<file path="config.mk">
export PLATFORM = sky130hd
export DESIGN_NAME = dll_phase_seq
export DESIGN_NICKNAME = d
export VERILOG_FILES = /design/src/rtl/dll_phase_seq.sv
export SDC_FILE = /design/constraint.sdc
export NUM_CORES = 1
export LEC_CHECK = 0
export BUFFER_PORTS_ARGS = -buffer_cell sky130_fd_sc_hd__buf_2
export CORE_MARGIN = 2
export CORE_UTILIZATION = 30
export CTS_CLUSTER_DIAMETER = 30
export CTS_CLUSTER_SIZE = 12
export DETAILED_ROUTE_END_ITERATION = 16
export SETUP_SLACK_MARGIN = 0.1
export SLEW_MARGIN = 10
export SYNTH_ARGS = -nofsm -noshare
export SYNTH_HDL_FRONTEND = slang
export SYNTH_SLANG_ARGS = --single-unit
</file>
<file path="constraint.sdc">
create_clock -name clk -period 2.89 [get_ports clk]
set_input_delay 0.4335 -clock clk [delete_from_list [all_inputs] [get_ports clk]]
set_output_delay 0.4335 -clock clk [all_outputs]
set_load 0.02 [all_outputs]
</file>
<file path="src/rtl/dll_phase_seq.sv">
module dll_phase_seq #(
  parameter int CLK_HZ = 200_000_000,
  parameter int POLLS  = 50
) (
  input  logic        clk,
  input  logic        rst_n,
  input  logic        req,
  input  logic [3:0]  phase,
  output logic        busy,
  output logic        done,
  output logic        err,
  output logic        bus_valid,
  output logic        bus_write,
  output logic [31:0] bus_wdata,
  input  logic        bus_ready,
  input  logic [31:0] bus_rdata
);
  localparam int US_CYC = (CLK_HZ / 1_000_000 < 1) ? 1 : CLK_HZ / 1_000_000;
  localparam int UW = $clog2(US_CYC + 1);
  localparam int PW = $clog2(POLLS + 1);
  localparam logic [31:0] EN_B  = 32'h1 << 16;
  localparam logic [31:0] REC_B = 32'h1 << 17;
  localparam logic [31:0] OUT_B = 32'h1 << 18;
  localparam logic [31:0] EXT_B = 32'h1 << 19;
  localparam logic [31:0] FLD_M = 32'hF << 20;

  typedef enum logic [3:0] {
    S_IDLE, S_RD_A, S_WR_A, S_POLL_LO, S_GAP_LO, S_WR_B,
    S_RD_C, S_WR_C, S_POLL_HI, S_GAP_HI, S_WR_D
  } st_t;

  st_t st;
  logic [31:0] shadow;
  logic [3:0]  gray_q;
  logic [PW-1:0] polls;
  logic [UW-1:0] gap;

  wire xfer = bus_valid && bus_ready;
  wire [PW-1:0] polls_nx = polls + 1'b1;

  assign busy = (st != S_IDLE);
  assign bus_valid = st inside {S_RD_A, S_WR_A, S_POLL_LO, S_WR_B, S_RD_C, S_WR_C, S_POLL_HI, S_WR_D};
  assign bus_write = st inside {S_WR_A, S_WR_B, S_WR_C, S_WR_D};

  always_comb begin
    case (st)
      S_WR_A:  bus_wdata = (shadow & ~(REC_B | OUT_B)) | EXT_B | EN_B;
      S_WR_B:  bus_wdata = (shadow & ~FLD_M) | ({28'd0, gray_q} << 20);
      S_WR_C:  bus_wdata = shadow | OUT_B;
      S_WR_D:  bus_wdata = (shadow | REC_B) & ~EXT_B;
      default: bus_wdata = 32'd0;
    endcase
  end

  always_ff @(posedge clk or negedge rst_n) begin
    if (!rst_n) begin
      st <= S_IDLE; shadow <= '0; gray_q <= '0; polls <= '0; gap <= '0;
      done <= 1'b0; err <= 1'b0;
    end else begin
      done <= 1'b0;
      if (xfer && !bus_write) shadow <= bus_rdata;
      case (st)
        S_IDLE: if (req) begin
          st <= S_RD_A; err <= 1'b0; gray_q <= phase ^ (phase >> 1);
        end
        S_RD_A: if (xfer) st <= S_WR_A;
        S_WR_A: if (xfer) begin st <= S_POLL_LO; polls <= '0; end
        S_POLL_LO, S_POLL_HI: if (xfer) begin
          polls <= polls_nx;
          gap <= '0;
          if (bus_rdata[18] == (st == S_POLL_HI))
            st <= (st == S_POLL_HI) ? S_WR_D : S_WR_B;
          else if (polls_nx == PW'(POLLS)) begin
            st <= S_IDLE; err <= 1'b1;
          end else
            st <= (st == S_POLL_HI) ? S_GAP_HI : S_GAP_LO;
        end
        S_GAP_LO, S_GAP_HI:
          if (gap == UW'(US_CYC - 1)) st <= (st == S_GAP_HI) ? S_POLL_HI : S_POLL_LO;
          else gap <= gap + 1'b1;
        S_WR_B: if (xfer) st <= S_RD_C;
        S_RD_C: if (xfer) st <= S_WR_C;
        S_WR_C: if (xfer) begin st <= S_POLL_HI; polls <= '0; end
        S_WR_D: if (xfer) begin st <= S_IDLE; done <= 1'b1; end
        default: st <= S_IDLE;
      endcase
    end
  end


  bus_hold_chk: assert property (@(posedge clk) disable iff (!rst_n)
    bus_valid && !bus_ready |=> bus_valid && $stable(bus_write) && $stable(bus_wdata));

  done_pulse_chk: assert property (@(posedge clk) disable iff (!rst_n) done |=> !done);

  done_idle_chk: assert property (@(posedge clk) disable iff (!rst_n) done |-> !busy && !err);

  poll_limit_chk: assert property (@(posedge clk) disable iff (!rst_n) polls <= PW'(POLLS));

  start_req_chk: assert property (@(posedge clk) disable iff (!rst_n) $rose(busy) |-> $past(req));

  err_hold_chk: assert property (@(posedge clk) disable iff (!rst_n) err && !busy && !req |=> err);
endmodule

</file>
Word level (Yosys, flattened, before mapping)
Cells that the tools add are included.
{"block": "totals", "reg_bits": 56, "rom_bits": 0, "in_bits": 40, "latchBits": 0, "out_inout_bits": 37, "ramBits": 0, "word_cells": 84, "memories": 0}
{"block": "classes", "addsub": 2, "reduce_logical": 18, "n_mul": 0, "eq_ne": 26, "bitwise_logic": 2, "div_mod_pow": 0, "mux": 29, "shift": 0, "magnitude_cmp": 0}
{"op": "32-bit one-hot mux with 4 select lines", "n": 1}
{"op": "4-bit two-way mux", "n": 14}
{"op": "4-bit one-hot mux with 9 select lines", "n": 1}
{"op": "32-bit by 24-bit OR with 32-bit output", "n": 1}
{"op": "2-bit inequality test, second input constant", "n": 12}
{"op": "4-bit by 3-bit equality test with 1-bit output, second input constant", "n": 4}
{"op": "8-bit two-way mux", "n": 2}
{"op": "8-bit one-hot mux with 2 select lines", "n": 1}
{"op": "4-bit equality test, second input constant", "n": 3}
{"op": "6-bit two-way mux", "n": 2}
{"op": "6-bit one-hot mux with 2 select lines", "n": 1}
{"op": "9-bit AND reduction", "n": 1}
{"op": "8-bit by 1-bit adder with 8-bit output, second input constant", "n": 1}
{"op": "4-bit by 2-bit equality test with 1-bit output, second input constant", "n": 2}
{"op": "8-bit equality test, second input constant", "n": 1}
{"op": "4-bit nonzero test", "n": 2}
{"op": "8-bit nonzero test", "n": 1}
{"op": "6-bit by 1-bit adder with 6-bit output, second input constant", "n": 1}
{"op": "6-bit equality test, second input constant", "n": 1}
{"op": "1-bit two-way mux", "n": 6}
{"op": "3-bit AND reduction", "n": 2}
{"op": "2-bit nonzero test", "n": 3}
{"op": "2-bit OR reduction", "n": 3}
{"op": "5-bit AND reduction", "n": 1}
{"op": "other kinds (9)", "n": 10}

Longest topological paths before layout
Gate-level depths: netlist (run 1).
{"block": "depth", "ltp_word": 6, "ltp_mapped": 8, "ltp_nobuf": 7}

Worst setup path before layout (run 1)
No wires, ideal clock.
{"block": "synth_timing", "kind": "flip-flop to flip-flop", "startpoint": "reg st[0]", "endpoint": "reg st[0]", "arrival_time_ps": 1981, "period_less_slack_ps": 2066, "n_path_buf": 2, "path_stages_with_launch": 9, "slack_ps": 824, "required_time_ps": 2804, "setup_time_ps": 86, "cell_sequence": "dfrtp_1 -> buf_2 -> buf_2 -> nor3_1 -> ha_1 -> or3b_2 -> a21oi_1 -> nor2_1 -> a32oi_1"}
{"block": "synth_between", "elab_chain_len": 6, "word_cells_on_any_way": 34, "classes_between": "eq/ne (20); mux (8); reduce/logical (6)"}
{"item": "start: declaration", "line_no": "32", "text": "st_t st;"}
{"item": "start signal: assignment", "line_no": "72", "text": "st <= (st == S_POLL_HI) ? S_WR_D : S_WR_B;"}
{"item": "start signal: assignment", "line_no": "76", "text": "st <= (st == S_POLL_HI) ? S_GAP_HI : S_GAP_LO;"}
{"item": "start signal: assignment", "line_no": "79", "text": "if (gap == UW'(US_CYC - 1)) st <= (st == S_GAP_HI) ? S_POLL_HI : S_POLL_LO;"}
{"item": "4-bit equality test"}
{"item": "4-bit two-way mux", "line_no": "76"}
{"item": "4-bit two-way mux", "line_no": "73", "text": "else if (polls_nx == PW'(POLLS)) begin"}
{"item": "4-bit two-way mux", "line_no": "71", "text": "if (bus_rdata[18] == (st == S_POLL_HI))"}
{"item": "4-bit two-way mux", "line_no": "68", "text": "S_POLL_LO, S_POLL_HI: if (xfer) begin"}
{"item": "4-bit one-hot mux with 9 select lines", "line_no": "62", "text": "case (st)"}
Parallel ways exist; a longest one is shown, timed or not. The select of a mux whose other input is x is not followed.
A chain may end at the register's enable or synchronous reset.

Final worst setup path (run 1)
{"block": "layout_timing", "startpoint": "reg st[0]", "endpoint": "out bus_wdata[7]"}
{"block": "layout_between", "elab_chain_len": 2, "word_cells_on_any_way": 5, "classes_between": "eq/ne (4); mux (1)"}
{"item": "4-bit equality test (tied with other cells)", "line_no": "46", "text": "case (st)"}
{"item": "32-bit one-hot mux with 4 select lines *", "line_no": "46"}
{"item": "end: declaration", "line_no": "14", "text": "output logic [31:0] bus_wdata,"}
Every way passes the cells marked *; elsewhere a longest branch is shown, timed or not.

==> flow_summary.yaml, run 1 <==
outcome:
  status: "completed"
yosys:
  syn_inst: 276
  syn_area_um2: 2950
  yosys.area.top_type: "dfrtp_1"
  ys_seq_area_frac: 0.476
  synth_fp_nets: 320
  yosys_warnings: 0
  synthTopCellsByArea: "dfrtp_1 (48%), mux2_1 (12%), and2_1 (5.3%)"
  ys_ff_latch: 56
  synth_common_cells: "dfrtp_1 (56), mux2_1 (32), and2_1 (25), nand2_1 (23), o21ai_0 (17)"
  syn_area_per_cell_um2: 10.7
  synth_most_common_cell: "dfrtp_1"
  synth_edf_count: 0
  async_flop_share: 1.00
  synthFlopType: "dfrtp_1"
  synth_cell_types: 46
  synth_top_area_share: 0.476
worst_setup_path:
  path_max_fanout: 25
  critPathRequiredTime_ns: 2.46
  crit_start: "st[0]$_DFFE_PN0P_"
  crit_path_end_kind: "output pin"
  critPathLaunchType: "register"
  r2r-start: "st[0]$_DFFE_PN0P_"
  criticalPathCategory: "reg2out"
  worstPathArrival_ns: 2.08
clocking:
  worstSkewPairLatency_ns: 0.31
  hold_buffers: 0
  clk_pin_slew_ns: 0.09
  numCtsBuffers: 5
  cts.path.max_buffers: 2
  cts_max_level: 2
  clock_sinks: 56
  cts_tree: "yes"
  root_buffer: "clkbuf_8"
  cts_setup_buffers: 0
  cts-resized-gates: 0
final_layout:
  multi_input_area_um2: 1440
  fin_cells: 483
  area_delta_synth_final_pct: 19.8
  seqCellArea_um2: 1400
  final_nets: 393
  drive_above_1_share: 0.280
  diodes: 0
  n_fill_cell: 1015
timing:
  finalMaxSlewViolations: 0
  max_slew_margin: 0.545
  tightest_slew_ns: 0.676
  max_clock_freq_mhz: 398
  skew_ns: 0.00838
  fin_crit_ns: 2.51
  setup_viol: 0
  period_share: 0.870
  rsz0062_at_grt: "false"
  hold_viol: 0
  finalSetupTns_ns: 0
power_and_ir_drop:
  leakage_nw: 1.77
  power_density_nw_per_um2: 362
  ir_drop_mv: 0.160
route:
  vias_per_cell: 4.71
  dr.first_iter.drc_count: 92
  avgRoutedWirePerCell_um: 12.5
  vias: 2274
  antenna_left: 0
  first_pass_iters: 4
  drt-total-wl_um: 6050
  drc: 0
floorplan:
  core_um2: 9640
  die_w_um: 103
  boundaryPins: 77
  rows: 36
  start_util: 0.306
  die_h_um: 103
  die_area_um2: 10600
placed_design:
  gp_congestion: 0.764
  dp_hpwl_um: 4450
  io_buffer_count: 76
  dp.cells: 475
global_routing:
  grt_pass1_wl_um: 9430
  grt_overflow: 0
  first_global_vias: 2000
  grt_max_degree: 41
  grt_use_total: 0.110
  antenna_found_initial: 0
flow_run:
  drv_cap: 0
min_path:
  min_path_type: "in2async"
-- path summary, 6_finish.rpt --
check | depth (start not counted) | slack [ns] | endpoint
max | 4 | 0.38 | bus_wdata[7]
min | 1 | 0.03 | polls[5]$_DFFE_PN0P_
max reg2reg | 6 | 0.69 | st[0]$_DFFE_PN0P_
min reg2reg | 1 | 0.49 | shadow[1]$_DFFE_PN0P_
max in group asynchronous | 2 | 2.00 | st[1]$_DFFE_PN0P_
min in group clk | 2 | 0.33 | shadow[30]$_DFFE_PN0P_
-- metal layers --
metal | share of wire | GRT usage | wire length (um) | vias up
met4 | 0.0058 | 0.0243 | 35 | 0
met3 | 0.059 | 0.0264 | 357 | 5
li1 | - | - | - | 1125
met1 | 0.48 | 0.155 | 2920 | 1076
met5 | 0 | 0 | 0 | -
met2 | 0.45 | 0.173 | 2730 | 68
-- registers in the layout, summed over array words and instances, names as in the netlist --
signal and flops:
shadow 32, gray_q 4, st 4, polls 6, gap 8, done 1, err 1
-- worst max-delay path, stage by stage (launching register included) --
cell and delay [ns]:
dfrtp_1 0.73, nand2_1 0.33, nand2_2 0.36, and2_1 0.18
buf_2 0.16
-- cell type report --
class | count | area share
Multi-Input combinational cell | 200 | 0.408
Sequential cell | 56 | 0.397
Timing Repair Buffer | 80 | 0.116
Tap cell | 133 | 0.0471
Clock buffer | 5 | 0.0195
Inverter | 6 | 0.00638
Clock inverter | 3 | 0.00532
-- metrics by stage --
step | hold slack [ns] | utilization | area (um2) | total power (W) | setup WS [ns]
floorplan | 0.138 | - | 2950 | 0.000820 | 0.824
global placement | 0.374 | 0.357 | 3440 | 0.000867 | 0.598
detailed placement | 0.378 | 0.357 | 3440 | 0.000868 | 0.503
CTS | 0.0377 | 0.366 | 3530 | 0.00130 | 0.154
global route | 0.0507 | 0.366 | 3530 | 0.00133 | 0.178
finish | 0.0311 | 0.366 | 3530 | 0.00128 | 0.376
-- report_power, final --
group | leakage (nW) | internal [W] | switching, W
Sequential | 0.749 | 0.000786 | 0.00000453
Combinational | 0.974 | 0.0000280 | 0.0000316
Clock | 0.0479 | 0.000170 | 0.000258
Total | 1.77 | 0.000984 | 0.000294
-- layout by cell type, fill, tap and decap left out, types with 2 or more instances in the layout --
cell / instances
buf_2: 76
dfrtp_1: 55
mux2_1: 32
and2_1: 25
nand2_1: 22
o21ai_0: 17
nand3_1: 16
nor2_1: 10
a21oi_1: 7
nand2b_1: 7
inv_1: 6
xnor2_1: 6
o21ai_1: 6
mux2i_1: 5
clkbuf_8: 5
nor3_1: 4
ha_1: 4
buf_4: 4
o22ai_1: 3
a211o_1: 3
o31ai_1: 3
xor2_1: 2
and3_1: 2
o31a_1: 2
o211ai_2: 2
clkinv_2: 2
-- logic make-up after synthesis --
group | after synthesis | synth area share
AO/OA/AOI/OAI | 51 | 0.113
XOR/XNOR | 8 | 0.0238
adder cells (fa/ha/maj) | 4 | 0.0170
buffers and inverters | 20 | 0.0391
flip-flops | 56 | 0.476
multiplexers | 39 | 0.151
AND/OR/NAND/NOR | 98 | 0.181
(Power assumes the default switching activity.)
==> inputs of run 2 (changes only) <==
--- a/config.mk
+++ b/config.mk
@@ -7,10 +7,11 @@
 export LEC_CHECK = 0
 export BUFFER_PORTS_ARGS = -buffer_cell sky130_fd_sc_hd__buf_2
 export CORE_MARGIN = 2
-export CORE_UTILIZATION = 30
+export CORE_UTILIZATION = 43
 export CTS_CLUSTER_DIAMETER = 30
 export CTS_CLUSTER_SIZE = 12
 export DETAILED_ROUTE_END_ITERATION = 16
+export PLACE_DENSITY = 0.67
 export SETUP_SLACK_MARGIN = 0.1
 export SLEW_MARGIN = 10
 export SYNTH_ARGS = -nofsm -noshare
==> flow_summary.yaml, run 2 (same netlist as run 1, synthesis figures left out) <==
final_layout:
  n_fill_cell: 608
  drive_above_1_share: 0.274
  largest_reg_flops: 32
  mostFrequentLayoutCells: "buf_2 (76), dfrtp_1 (56), mux2_1 (32)"
  final_nets: 393
  fin_cells: 430
  largest_register: "shadow"
  diodes: 0
  final_core_util: 0.518
  area_delta_synth_final_pct: 18.2
  largest_registers: "shadow (32), gap (8), polls (6)"
  mostFrequentLayoutCell: "buf_2"
clocking:
  numCtsBuffers: 5
  root_buffer: "clkbuf_8"
  worstSkewPairLatency_ns: 0.30
  cts_max_level: 2
  cts_setup_buffers: 0
  hold_buffers: 0
  cts_tree: "yes"
  clock_sinks: 56
  cts.path.max_buffers: 2
  clk_pin_slew_ns: 0.10
  cts-resized-gates: 0
worst_setup_path:
  cp_cell_sequence: "nand2_1 -> nand2_2 -> and2_1 -> buf_2"
  path_max_fanout: 25
  r2r_cells: 6
  cpMaxStageDelayCell: "dfrtp_1"
  critPathMaxStageDelay_ns: 0.71
  criticalPathCategory: "reg2out"
  crit_path_end_kind: "output pin"
  critPathRequiredTime_ns: 2.46
  r2r-start: "st[1]$_DFFE_PN0P_"
  worstPathArrival_ns: 2.12
  r2r_setup_slack_ns: 0.57
  critPathLaunchType: "register"
  r2r_end: "st[0]$_DFFE_PN0P_"
floorplan:
  rows: 30
  die_w_um: 86.8
  boundaryPins: 77
  start_util: 0.438
  die_area_um2: 7530
  core_um2: 6720
  die_h_um: 86.8
timing:
  finalMaxSlewViolations: 0
  period_share: 0.882
  tightest_slew_ns: 0.990
  finalSetupTns_ns: 0
  max_slew_margin: 0.340
  hold_viol: 0
  fin_crit_ns: 2.55
  max_clock_freq_mhz: 392
  setup_viol: 0
  rsz0062_at_grt: "false"
  skew_ns: 0.00736
global_routing:
  grt_max_degree: 46
  grt_overflow: 0
  grt_pass1_wl_um: 9340
  antenna_found_initial: 0
  grt_use_total: 0.157
  first_global_vias: 2036
power_and_ir_drop:
  ir_drop_mv: 0.199
  leakage_nw: 1.78
  power_density_nw_per_um2: 388
  power_w: 0.00135
placed_design:
  dp.cells: 422
  io_buffer_count: 76
  gp_congestion: 0.891
  dp_hpwl_um: 4250
route:
  drc: 0
  dr.first_iter.drc_count: 124
  first_pass_iters: 4
  antenna_left: 0
  vias_per_cell: 5.24
  vias: 2255
  drt-total-wl_um: 5810
  avgRoutedWirePerCell_um: 13.5
min_path:
  min_path_type: "in2async"
outcome:
  status: "completed"
flow_run:
  drv_cap: 0
[run 2: cell count changes in the layout (fill, tap and decap cells not counted), sizes merged]
cell	previous run	this run
bufinv	0	1
clkinv	3	1
clkbuf	5	6
[run 2: metrics by stage]
step	hold WS [ns]	cell area (um2)	worst slack (ns)
after floorplan	0.138	2950	0.824
after global placement	0.465	3370	0.609
after detailed placement	0.470	3370	0.469
after CTS	0.325	3480	0.146
after global routing	0.317	3480	0.176
final	0.294	3480	0.340
[run 2: layer usage]
layer | wire length (um) | vias to the layer above | share of wire | GRT usage
met5 | 0 | - | 0 | 0
met3 | 352 | 5 | 0.061 | 0.0305
met4 | 83 | 0 | 0.014 | 0.0682
met1 | 2710 | 1059 | 0.47 | 0.214
met2 | 2660 | 72 | 0.46 | 0.244
li1 | - | 1119 | - | -
[run 2: how the worst max path moves through the flow]
stage,depth (start not counted),startpoint,to
after floorplan,8,st[0]$_DFFE_PN0P_,st[0]$_DFFE_PN0P_
final,4,st[0]$_DFFE_PN0P_,bus_wdata[2]
after global routing,4,st[0]$_DFFE_PN0P_,bus_wdata[2]
after detailed placement,4,st[0]$_DFFE_PN0P_,bus_wdata[2]
after CTS,4,st[0]$_DFFE_PN0P_,bus_wdata[2]
after global placement,4,st[0]$_DFFE_PN0P_,bus_wdata[0]
[run 2: cell type report]
| cell class | instances | area (um2) | area share |
|---|---|---|---|
| clock buffer | 6 | 72.6 | 0.0208 |
| clock inverter | 2 | 35.0 | 0.0101 |
| inverter | 6 | 22.5 | 0.00647 |
| multi-input combinational | 200 | 1440 | 0.414 |
| sequential | 56 | 1400 | 0.402 |
| tap | 80 | 100 | 0.0287 |
| timing repair buffer | 80 | 410 | 0.118 |
[run 2: power by group]
group          switching, W  leakage (nW)  internal, W
clock              0.000242        0.0552     0.000257
combinational     0.0000314         0.974    0.0000281
sequential       0.00000445         0.751     0.000786
total              0.000278          1.78      0.00107
[run 2: worst max-delay path: cells and delay by family, from the launching register on]
kind | cells | cell delay [ns]
AND/OR/NAND/NOR | 3 | 0.93
flip-flops | 1 | 0.71
buffers and inverters | 1 | 0.16
==> inputs of run 3 (changes only) <==
--- a/config.mk
+++ b/config.mk
@@ -13,6 +13,7 @@
 export DETAILED_ROUTE_END_ITERATION = 16
 export PLACE_DENSITY = 0.67
 export SETUP_SLACK_MARGIN = 0.1
+export SKIP_CTS_REPAIR_TIMING = 1
 export SLEW_MARGIN = 10
 export SYNTH_ARGS = -nofsm -noshare
 export SYNTH_HDL_FRONTEND = slang
==> constraint.sdc (replaced) <==
create_clock -name clk -period 2.89 [get_ports clk]
set_input_delay 0 -clock clk [delete_from_list [all_inputs] [get_ports clk]]
set_output_delay 0 -clock clk [all_outputs]
set_load 0.02 [all_outputs]
==> flow_summary.yaml, run 3 (same netlist as run 1, synthesis figures left out) <==
worst_setup_path:
  criticalPathCategory: "reg2out"
  critical_path.most_common_cell: "nand2_1"
  critPathBufInv: 1
  critPathLaunchType: "register"
  path_max_fanout: 25
  worst-path-stages: 4
  r2r_setup_slack_ns: 0.63
  r2r-start: "st[0]$_DFFE_PN0P_"
  cp_cell_sequence: "nand2_1 -> nand2_1 -> and2_1 -> buf_2"
  r2r_cells: 6
  critPathMaxStageDelay_ns: 0.73
  path_delay_family: "simple AND/OR/NAND/NOR gates"
  worstPathArrival_ns: 2.34
  critPathRequiredTime_ns: 2.89
  cpMaxStageDelayCell: "dfrtp_1"
  crit_path_end_kind: "output pin"
  r2r_end: "st[0]$_DFFE_PN0P_"
floorplan:
  die_area_um2: 7530
  core_um2: 6720
  die_h_um: 86.8
  rows: 30
  die_w_um: 86.8
  boundaryPins: 77
  start_util: 0.438
route:
  antenna_left: 0
  vias_per_cell: 5.23
  vias: 2430
  drc: 0
  avgRoutedWirePerCell_um: 13.8
  first_pass_iters: 4
  dr.first_iter.drc_count: 106
  drt-total-wl_um: 6410
timing:
  setup_viol: 0
  rsz0062_at_grt: "false"
  fin_crit_ns: 2.34
  hold_ws_ns: -0.0322
  hold_viol: 3
  max_slew_margin: 0.485
  tightest_slew_ns: 0.764
  skew_ns: 0.0129
  finalMaxSlewViolations: 0
  max_clock_freq_mhz: 427
  period_share: 0.811
  finalSetupTns_ns: 0
final_layout:
  n_fill_cell: 572
  fin_cells: 465
  mostFrequentLayoutCells: "buf_2 (76), dfrtp_1 (56), dlygate4sd3_1 (34)"
  largest_register: "shadow"
  drive_above_1_share: 0.252
  area_delta_synth_final_pct: 29.4
  multi_input_area_um2: 1440
  final_nets: 428
  largest_registers: "shadow (32), gap (8), polls (6)"
  diodes: 0
  mostFrequentLayoutCell: "buf_2"
  largest_reg_flops: 32
  seqCellArea_um2: 1400
clocking:
  cts_max_level: 2
  root_buffer: "clkbuf_8"
  numCtsBuffers: 5
  cts_tree: "yes"
  clk_pin_slew_ns: 0.10
  clock_sinks: 56
  worstSkewPairLatency_ns: 0.32
  cts.path.max_buffers: 2
placed_design:
  dp.cells: 423
  io_buffer_count: 76
  dp_hpwl_um: 4260
  gp_congestion: 0.873
outcome:
  violations: "negative hold slack"
  status: "finished, violations left"
global_routing:
  antenna_found_initial: 0
  grt_overflow: 0
  grt_pass1_wl_um: 9670
  first_global_vias: 2147
  grt_use_total: 0.160
  grt_max_degree: 57
min_path:
  min_path_type: "in2reg"
  hp-start: "phase[0]"
  min_path_cells: 3
  whs_endpoint: "gray_q[0]$_DFFE_PN0P_"
power_and_ir_drop:
  power_density_nw_per_um2: 346
  ir_drop_mv: 0.239
  leakage_nw: 1.91
flow_run:
  drv_cap: 0
run 3: changes by cell type in the layout (fill, tap and decap cells not counted):
cell and change:
bufinv_16 -1, nand2_1 +1, clkinv_4 +1, nand2_2 -1, clkinv_2 -1, dlygate4sd3_1 +34, clkbuf_1 -1, clkinvlp_4 +2
buf_4 +1
run 3: worst max path at each step:
stage / start / to
floorplan: st[0]$_DFFE_PN0P_ / st[0]$_DFFE_PN0P_
global placement: st[0]$_DFFE_PN0P_ / st[0]$_DFFE_PN0P_
detailed placement: st[0]$_DFFE_PN0P_ / st[0]$_DFFE_PN0P_
CTS: st[0]$_DFFE_PN0P_ / bus_wdata[12]
global route: st[0]$_DFFE_PN0P_ / bus_wdata[11]
finish: st[0]$_DFFE_PN0P_ / bus_wdata[2]
run 3: layer usage:
metal / vias up / part of all wire / GRT usage / wire length (um)
met5: - / 0 / 0 / 0
met4: 0 / 0.016 / 0.0653 / 105
met3: 7 / 0.052 / 0.0267 / 334
met2: 85 / 0.47 / 0.262 / 2980
met1: 1147 / 0.47 / 0.212 / 2990
li1: 1191 / - / - / -
run 3: area by class of cell:
type	count	area share
flip-flops and latches	56	0.368
inverters	6	0.00591
clock buffers	5	0.0181
multi-input cells	200	0.377
clock inverters	3	0.00624
repair buffers	115	0.199
well taps	80	0.0263
run 3: through the flow:
| step | hold slack [ns] | area, um2 | power, W | setup slack (ns) | util |
|---|---|---|---|---|---|
| floorplan | -0.296 | 2950 | 0.000820 | 0.824 | - |
| global placement | 0.191 | 3380 | 0.000867 | 0.805 | 0.503 |
| detailed placement | 0.191 | 3380 | 0.000868 | 0.700 | 0.503 |
| CTS | -0.161 | 3470 | 0.00131 | 0.535 | 0.517 |
| global route | 0.00312 | 3810 | 0.00139 | 0.353 | 0.567 |
| finish | -0.0322 | 3810 | 0.00132 | 0.547 | 0.567 |
run 3: power by group:
group	total, W	internal [W]	switching, W
registers	0.000791	0.000787	0.00000464
logic	0.0000963	0.0000580	0.0000382
clock network	0.000433	0.000172	0.000261
run 3: worst min-delay path, delay by kind of cell:
kind                   cells  cell delay, ns
AO/OA/AOI/OAI              1            0.06
buffers and inverters      1            0.08
XOR/XNOR                   1            0.10
